--- src/rtl/crcw_pkg.sv ---
package crcw_pkg;

  localparam int MAXW = 64;
  typedef logic [MAXW-1:0] crcw_t;

  function automatic crcw_t crcw_mask(input int w);
    crcw_t m;
    m = '0;
    for (int i = 0; i < MAXW; i++)
      if (i < w) m[i] = 1'b1;
    return m;
  endfunction

  // One byte through the bit-serial shift register, register MSB-first.
  function automatic crcw_t crcw_byte(input crcw_t s, input logic [7:0] d,
                                      input int w, input crcw_t poly,
                                      input logic refin);
    crcw_t r;
    logic  b;
    logic  fb;
    r = s;
    for (int j = 0; j < 8; j++) begin
      b  = refin ? d[j] : d[7-j];
      fb = r[w-1] ^ b;
      r  = r << 1;
      if (fb) r = r ^ poly;
    end
    return r & crcw_mask(w);
  endfunction

endpackage

--- src/rtl/crcw_byte_chain.sv ---
module crcw_byte_chain #(
  parameter int              BYTES = 4,
  parameter int              CRC_W = 32,
  parameter logic [CRC_W-1:0] POLY = 32'h04C11DB7,
  parameter logic            REFIN = 1'b1
) (
  input  logic [CRC_W-1:0]   seed,
  input  logic [8*BYTES-1:0] data,
  output logic [CRC_W-1:0]   partial [BYTES]
);
  import crcw_pkg::*;

  localparam crcw_t POLY_X = crcw_t'(POLY);

  // partial[k] holds the register after lanes 0..k have been shifted in.
  always_comb begin
    crcw_t acc;
    acc = crcw_t'(seed);
    for (int k = 0; k < BYTES; k++) begin
      acc        = crcw_byte(acc, data[8*k +: 8], CRC_W, POLY_X, REFIN);
      partial[k] = acc[CRC_W-1:0];
    end
  end

endmodule

--- src/rtl/crcw_tail_pick.sv ---
module crcw_tail_pick #(
  parameter int BYTES = 4,
  parameter int CRC_W = 32,
  localparam int CNT_W = $clog2(BYTES)
) (
  input  logic [CRC_W-1:0] partial [BYTES],
  input  logic             last,
  input  logic [CNT_W-1:0] count,
  output logic [CRC_W-1:0] picked
);

  // Full word unless this is the final word with a non-zero count.
  always_comb begin
    picked = partial[BYTES-1];
    if (last)
      for (int k = 1; k < BYTES; k++)
        if (count == CNT_W'(k)) picked = partial[k-1];
  end

endmodule

--- src/rtl/crcw_out_fmt.sv ---
module crcw_out_fmt #(
  parameter int               CRC_W  = 32,
  parameter logic             REFOUT = 1'b1,
  parameter logic [CRC_W-1:0] XOROUT = 32'hFFFFFFFF
) (
  input  logic [CRC_W-1:0] state,
  output logic [CRC_W-1:0] shown
);
  logic [CRC_W-1:0] ordered;

  generate
    if (REFOUT) begin : g_reflect
      for (genvar i = 0; i < CRC_W; i++) begin : g_bit
        assign ordered[i] = state[CRC_W-1-i];
      end
    end else begin : g_straight
      assign ordered = state;
    end
  endgenerate

  assign shown = ordered ^ XOROUT;

endmodule

--- src/rtl/crc_wide_frame.sv ---
module crc_wide_frame #(
  parameter int               BYTES  = 4,
  parameter int               CRC_W  = 32,
  parameter logic [CRC_W-1:0] POLY   = 32'h04C11DB7,
  parameter logic [CRC_W-1:0] INIT   = 32'hFFFFFFFF,
  parameter logic             REFIN  = 1'b1,
  parameter logic             REFOUT = 1'b1,
  parameter logic [CRC_W-1:0] XOROUT = 32'hFFFFFFFF,
  localparam int CNT_W  = $clog2(BYTES),
  localparam int DATA_W = 8 * BYTES
) (
  input  logic              clk,
  input  logic              rst_n,
  input  logic              in_valid,
  input  logic              in_sof,
  input  logic              in_eof,
  input  logic [CNT_W-1:0]  in_count,
  input  logic [DATA_W-1:0] in_data,
  output logic [CRC_W-1:0]  crc_out,
  output logic              crc_done
);

  logic [CRC_W-1:0] state_q;
  logic             in_frame_q;
  logic             done_q;

  // Named internal events.
  logic             accept_w;
  logic             last_w;
  logic [CRC_W-1:0] seed_w;
  logic [CRC_W-1:0] next_w;
  logic [CRC_W-1:0] partial_w [BYTES];

  assign accept_w = in_valid && (in_sof || in_frame_q);
  assign last_w   = in_eof;
  assign seed_w   = in_sof ? INIT : state_q;

  crcw_byte_chain #(
    .BYTES(BYTES), .CRC_W(CRC_W), .POLY(POLY), .REFIN(REFIN)
  ) u_chain (
    .seed(seed_w), .data(in_data), .partial(partial_w)
  );

  crcw_tail_pick #(
    .BYTES(BYTES), .CRC_W(CRC_W)
  ) u_pick (
    .partial(partial_w), .last(last_w), .count(in_count), .picked(next_w)
  );

  always_ff @(posedge clk or negedge rst_n) begin
    if (!rst_n) begin
      state_q    <= INIT;
      in_frame_q <= 1'b0;
      done_q     <= 1'b0;
    end else begin
      done_q <= accept_w && in_eof;
      if (accept_w) begin
        state_q    <= next_w;
        in_frame_q <= !in_eof;
      end
    end
  end

  crcw_out_fmt #(
    .CRC_W(CRC_W), .REFOUT(REFOUT), .XOROUT(XOROUT)
  ) u_fmt (
    .state(state_q), .shown(crc_out)
  );

  assign crc_done = done_q;

  // nothing presented, nothing changes.
  p_hold_r8: assert property (@(posedge clk) disable iff (!rst_n)
    !in_valid |=> $stable(crc_out))
    else $error("p_hold_r8");

  // stray word outside a frame leaves output and pulse untouched.
  p_outside_r9: assert property (@(posedge clk) disable iff (!rst_n)
    (!in_frame_q && in_valid && !in_sof) |=> ($stable(crc_out) && !crc_done))
    else $error("p_outside_r9");

  // a pulse always traces back to an end-of-frame word.
  p_done_cause_r7: assert property (@(posedge clk) disable iff (!rst_n)
    crc_done |-> $past(in_valid && in_eof))
    else $error("p_done_cause_r7");

  // single-word frame completes on the next cycle.
  p_single_r7: assert property (@(posedge clk) disable iff (!rst_n)
    (in_valid && in_sof && in_eof) |=> crc_done)
    else $error("p_single_r7");

  // a start word that is not also the last opens a frame.
  p_open_r6: assert property (@(posedge clk) disable iff (!rst_n)
    (in_valid && in_sof && !in_eof) |=> in_frame_q)
    else $error("p_open_r6");

endmodule

--- config.mk ---
export PLATFORM = sky130hd
export DESIGN_NAME = crc_wide_frame
export DESIGN_NICKNAME = d
export VERILOG_FILES = /design/src/rtl/crcw_pkg.sv /design/src/rtl/crcw_byte_chain.sv /design/src/rtl/crcw_tail_pick.sv /design/src/rtl/crcw_out_fmt.sv /design/src/rtl/crc_wide_frame.sv
export SDC_FILE = /design/constraint.sdc
export NUM_CORES = 1
export LEC_CHECK = 0
export ABC_AREA = 1
export ABC_CLOCK_PERIOD_IN_PS = 3700
export BUFFER_PORTS_ARGS = -buffer_cell sky130_fd_sc_hd__buf_2
export CORE_MARGIN = 1
export CORE_UTILIZATION = 62
export CTS_BUF_LIST = sky130_fd_sc_hd__clkbuf_16
export CTS_CLUSTER_DIAMETER = 200
export DETAILED_ROUTE_END_ITERATION = 10
export PLACE_DENSITY = 0.83
export SYNTH_ARGS = -nofsm -noshare
export SYNTH_HDL_FRONTEND = slang
export SYNTH_SLANG_ARGS = --single-unit
--- constraint.sdc ---
create_clock -name clk -period 3.7 [get_ports clk]
set_clock_uncertainty 0.15 [all_clocks]
set_input_delay 0.185 -clock clk [delete_from_list [all_inputs] [get_ports clk]]
set_output_delay 0.185 -clock clk [all_outputs]
set_load 0.005 [all_outputs]
==> reports/metrics.yaml, run 1 <==
floorplan:
  fp.dieW_um: 112
  dieHeight_um: 112
  rows: 39
  io_pins: 72
  initial_core_util_pct: 64.6
logic_synthesis:
  synthArstFlopShare_pct: 100
  postSynthAreaPerCell_sq_um: 5.60
  ys_ff_latch: 34
  synth_area_leaders: "nand2_1 (26%), xor2_1 (12%), nand3_1 (12%)"
  ys_types: 43
  yosys_warnings: 0
  netlist_area_sq_um: 7470
  synth-edff-count: 0
  synthCells: 1334
  synth_ff_type: "dfstp_2"
  synth_top_area_share_pct: 25.9
  ys_seq_area_share_pct: 11.9
  synth_fp_nets: 1373
  synth_top_cell_by_area: "nand2_1"
clock_network:
  clockBufferDepth: 2
  cts_buffers: 5
  cts_sinks: 34
  post-cts-setup-buffer-count: 66
  postCtsHoldBufs: 1
  htreeDepth: 2
  cts-root-buf: "clkbuf_16"
  post_cts_resized: 232
outcome:
  run_status: "did not finish"
  error_line: "[ERROR DPL-0033] detailed placement checks failed during check placement."
  stop_stage: "clock tree synthesis (4_1_cts)"
placement:
  port_buffers: 71
  dp_hpwl_um: 26500
  place_ws_ps: -352
  place_congestion: 1.14
  dp.cells: 1753
-- kinds of logic after synthesis --
logic type | share of synthesized area [%]
xor gates and xnor gates | 16.6
DFF | 11.9
AOI/OAI and AO/OA | 9.38
buffers and inverters | 11.2
and+or+nand+nor | 50.9
-- Yosys cell counts, types with 9 or more instances --
library cell and count:
xnor2_1 23, xor2_1 104, nand3_1 179, a22oi_1 9, inv_1 158, nand2_2 58
nor2_1 44, inv_2 19, clkbuf_1 15, a21oi_1 20, nand2_1 515, dfstp_2 32
o21ai_0 42, nand3_2 10, o21ai_1 9, nand2_4 16, o221ai_1 13
-- stage by stage --
step,hold WS [ps],area [sq um]
floorplan,-261,7470
global placement,135,9590
detailed placement,135,9590
==> run 2, diff against run 1 <==
CORE_UTILIZATION = 40   (was 62)
CTS_BUF_LIST = not set   (was sky130_fd_sc_hd__clkbuf_16)
CTS_CLUSTER_DIAMETER = not set   (was 200)
PLACE_DENSITY = not set   (was 0.83)
PLACE_DENSITY_LB_ADDON = 0.15   (was not set)
==> run 2 against run 1 <==
Synthesized cell count is the same. Synthesized area is the same. The flow now finishes, with violations (DRC, setup timing).
==> reports/metrics.yaml, run 2 <==
timing:
  setup_viol: 31
  period_share_pct: 107
  slew_headroom_pct: 48.0
  period_needed_ps: 3970
  layout_setup_ws_ps: -269
  grt_setup_unrepaired: "true"
  hold_viol: 0
  tightest_slew_ps: 781
  fmax_mhz: 252
  finalSetupTns_ps: -4310
  maxSlewViolCount: 0
critical_path:
  cpPeakStageDelay_ps: 610
  crit_chain: "inv_2, nand3_4, buf_6, nand3_4, nand3_2, nand2_2, buf_4, buf_4, nand2_2, nand2_4, buf_4, xor2_1, xnor2_1, xor2_1, xor2_1, xnor2_1, buf_4, xor2_2, buf_4, nor2_1, o21ai_1, nand2_1"
  slowest_stage: "dfstp_2"
  cp_common_cell: "buf_4"
  cp_data_arrival_time_ps: 4030
  criticalPathCategory: "reg2reg"
  startpoint_type: "flip-flop"
  crit_required_ps: 3760
  cp-end-kind: "flip-flop"
  cp_max_fo: 3
routing:
  via_per_inst: 5.44
  wl_per_cell_um: 20.0
  final_antenna_net_count: 0
  drtIter0Drc: 1107
  drcViolationCount: 9
  routed_wl_um: 40400
  dr.pass1.iters: 9
  dr_total_vias: 11000
logic_synthesis:
  synth_area_leaders: "nand2_1 (26%), xor2_1 (12%), nand3_1 (12%)"
  ys_ff_latch: 34
  ys_types: 43
  postSynthAreaPerCell_sq_um: 5.60
  netlist_area_sq_um: 7470
  synth_ff_type: "dfstp_2"
  synthArstFlopShare_pct: 100
  synth_commonest_cells: "nand2_1 (515), nand3_1 (179), inv_1 (158), xor2_1 (104), nand2_2 (58)"
  yosys_warnings: 0
  synth-edff-count: 0
  synth_top_cell_by_area: "nand2_1"
  ys_seq_area_share_pct: 11.9
  synth_top_area_share_pct: 25.9
  synth.most_common_cell: "nand2_1"
  synth_fp_nets: 1373
  synthCells: 1334
clock_network:
  clockBufferDepth: 2
  clk_latency_ps: 290
  cts-root-buf: "clkbuf_16"
  cts_tree: "done"
  htreeDepth: 2
  cts_buffers: 5
  cts_sinks: 34
  clk_pin_slew_ps: 60
global_routing:
  grt_pass1_vias: 10300
  grt_max_degree: 35
  antenna_found_initial: 0
  grt_pass1_wl_um: 57800
  grt_use_total_pct: 39.8
  overflow: 0
finish:
  layout-drive-gt1-share_pct: 56.6
  area_growth_pct: 87.8
  final_cell_mix: "buf_4 (356), nand2_1 (326), nand2_2 (158)"
  largest_reg_flops: 32
  insertedDiodeCount: 0
  finalNetCount: 1831
  fillCellCount: 1358
  mostFrequentLayoutCell: "buf_4"
  top_register: "state_q"
floorplan:
  fp.dieW_um: 139
  io_pins: 72
  rows: 49
  dieHeight_um: 139
  core_area_sq_um: 18100
  initial_core_util_pct: 41.1
  die_area_sq_um: 19200
placement:
  dp_hpwl_um: 30300
  port_buffers: 71
  place_congestion: 1.05
outcome:
  run_status: "complete, but fails checks"
  violations: "DRC, setup timing"
hold_path:
  min_path_type: "in2reg"
job:
  cap_violations: 0
==> run 2: per-stage QoR <==
stage | setup WS, ps | instance area, sq um | utilization, % | cells | hold slack [ps]
after global placement | -450 | 10400 | 57.3 | 1921 | 156
after CTS | -98.6 | 12300 | 67.7 | 1987 | 137
after detailed placement | -488 | 10400 | 57.3 | 1921 | 152
final | -269 | 14000 | 77.3 | 2022 | 130
after global routing | -469 | 14000 | 77.3 | 2022 | 176
after floorplan | 339 | 7470 | - | 1334 | -261
==> run 2: cells by family after synthesis <==
| kind of cell | count (synthesis) | share of synthesized area (%) |
|---|---|---|
| and+or+nand+nor | 845 | 50.9 |
| buffers and inverters | 206 | 11.2 |
| xor gates and xnor gates | 133 | 16.6 |
| AOI/OAI and AO/OA | 116 | 9.38 |
| DFF | 34 | 11.9 |
==> run 2: worst max-delay path: cells and delay by family (launching register included) <==
| kind | cells | cell delay [ps] |
|---|---|---|
| flops | 1 | 610 |
| simple gates | 8 | 640 |
| compound gates | 1 | 160 |
| buf+inv | 7 | 990 |
| xor+xnor | 6 | 1330 |
==> run 2: final timing paths <==
check	startpoint	to	slack, ps	cells after the start
worst max-delay path	state_q[29]	state_q[24]	-270	22
worst min-delay path	in_eof	crc_done	130	3
worst max register to register	state_q[29]	state_q[24]	-270	22
worst min register to register	in_frame_q	in_frame_q	350	2
max in group asynchronous	rst_n	crc_done	2540	2
min in group asynchronous	rst_n	in_frame_q	380	2
==> run 2: layer usage <==
| layer | up-vias | share of wire (%) | global-route usage (%) | wire length [um] |
|---|---|---|---|---|
| met5 | - | 0 | 0 | 0 |
| met4 | 0 | 7.1 | 22.1 | 2870 |
| met3 | 161 | 8.9 | 5.70 | 3600 |
| met2 | 603 | 45 | 63.3 | 18100 |
| met1 | 5134 | 39 | 51.9 | 15800 |
| li1 | 5098 | - | - | - |
==> run 2: timing repair <==
item	4_1_cts	5_1_grt
pin swaps	100	167
hold buffers	1	0
endpoints found under the hold margin	2	0
setup buffers	57	36
endpoints found under the setup margin	32	32
gates resized for setup	287	311
==> run 2: final cells by class <==
cell class,count,area (sq um),area share [%]
Sequential cell,34,891,6.35
Clock buffer,5,125,0.892
Timing Repair Buffer,476,3720,26.5
Multi-Input combinational cell,1094,8200,58.5
Clock inverter,3,68.8,0.491
Tap cell,229,287,2.04
Inverter,181,732,5.22
Power of run 2 is left out: the tool's default activity adds up to more than one toggle a clock period on the data nets, which glitch-free logic cannot reach.
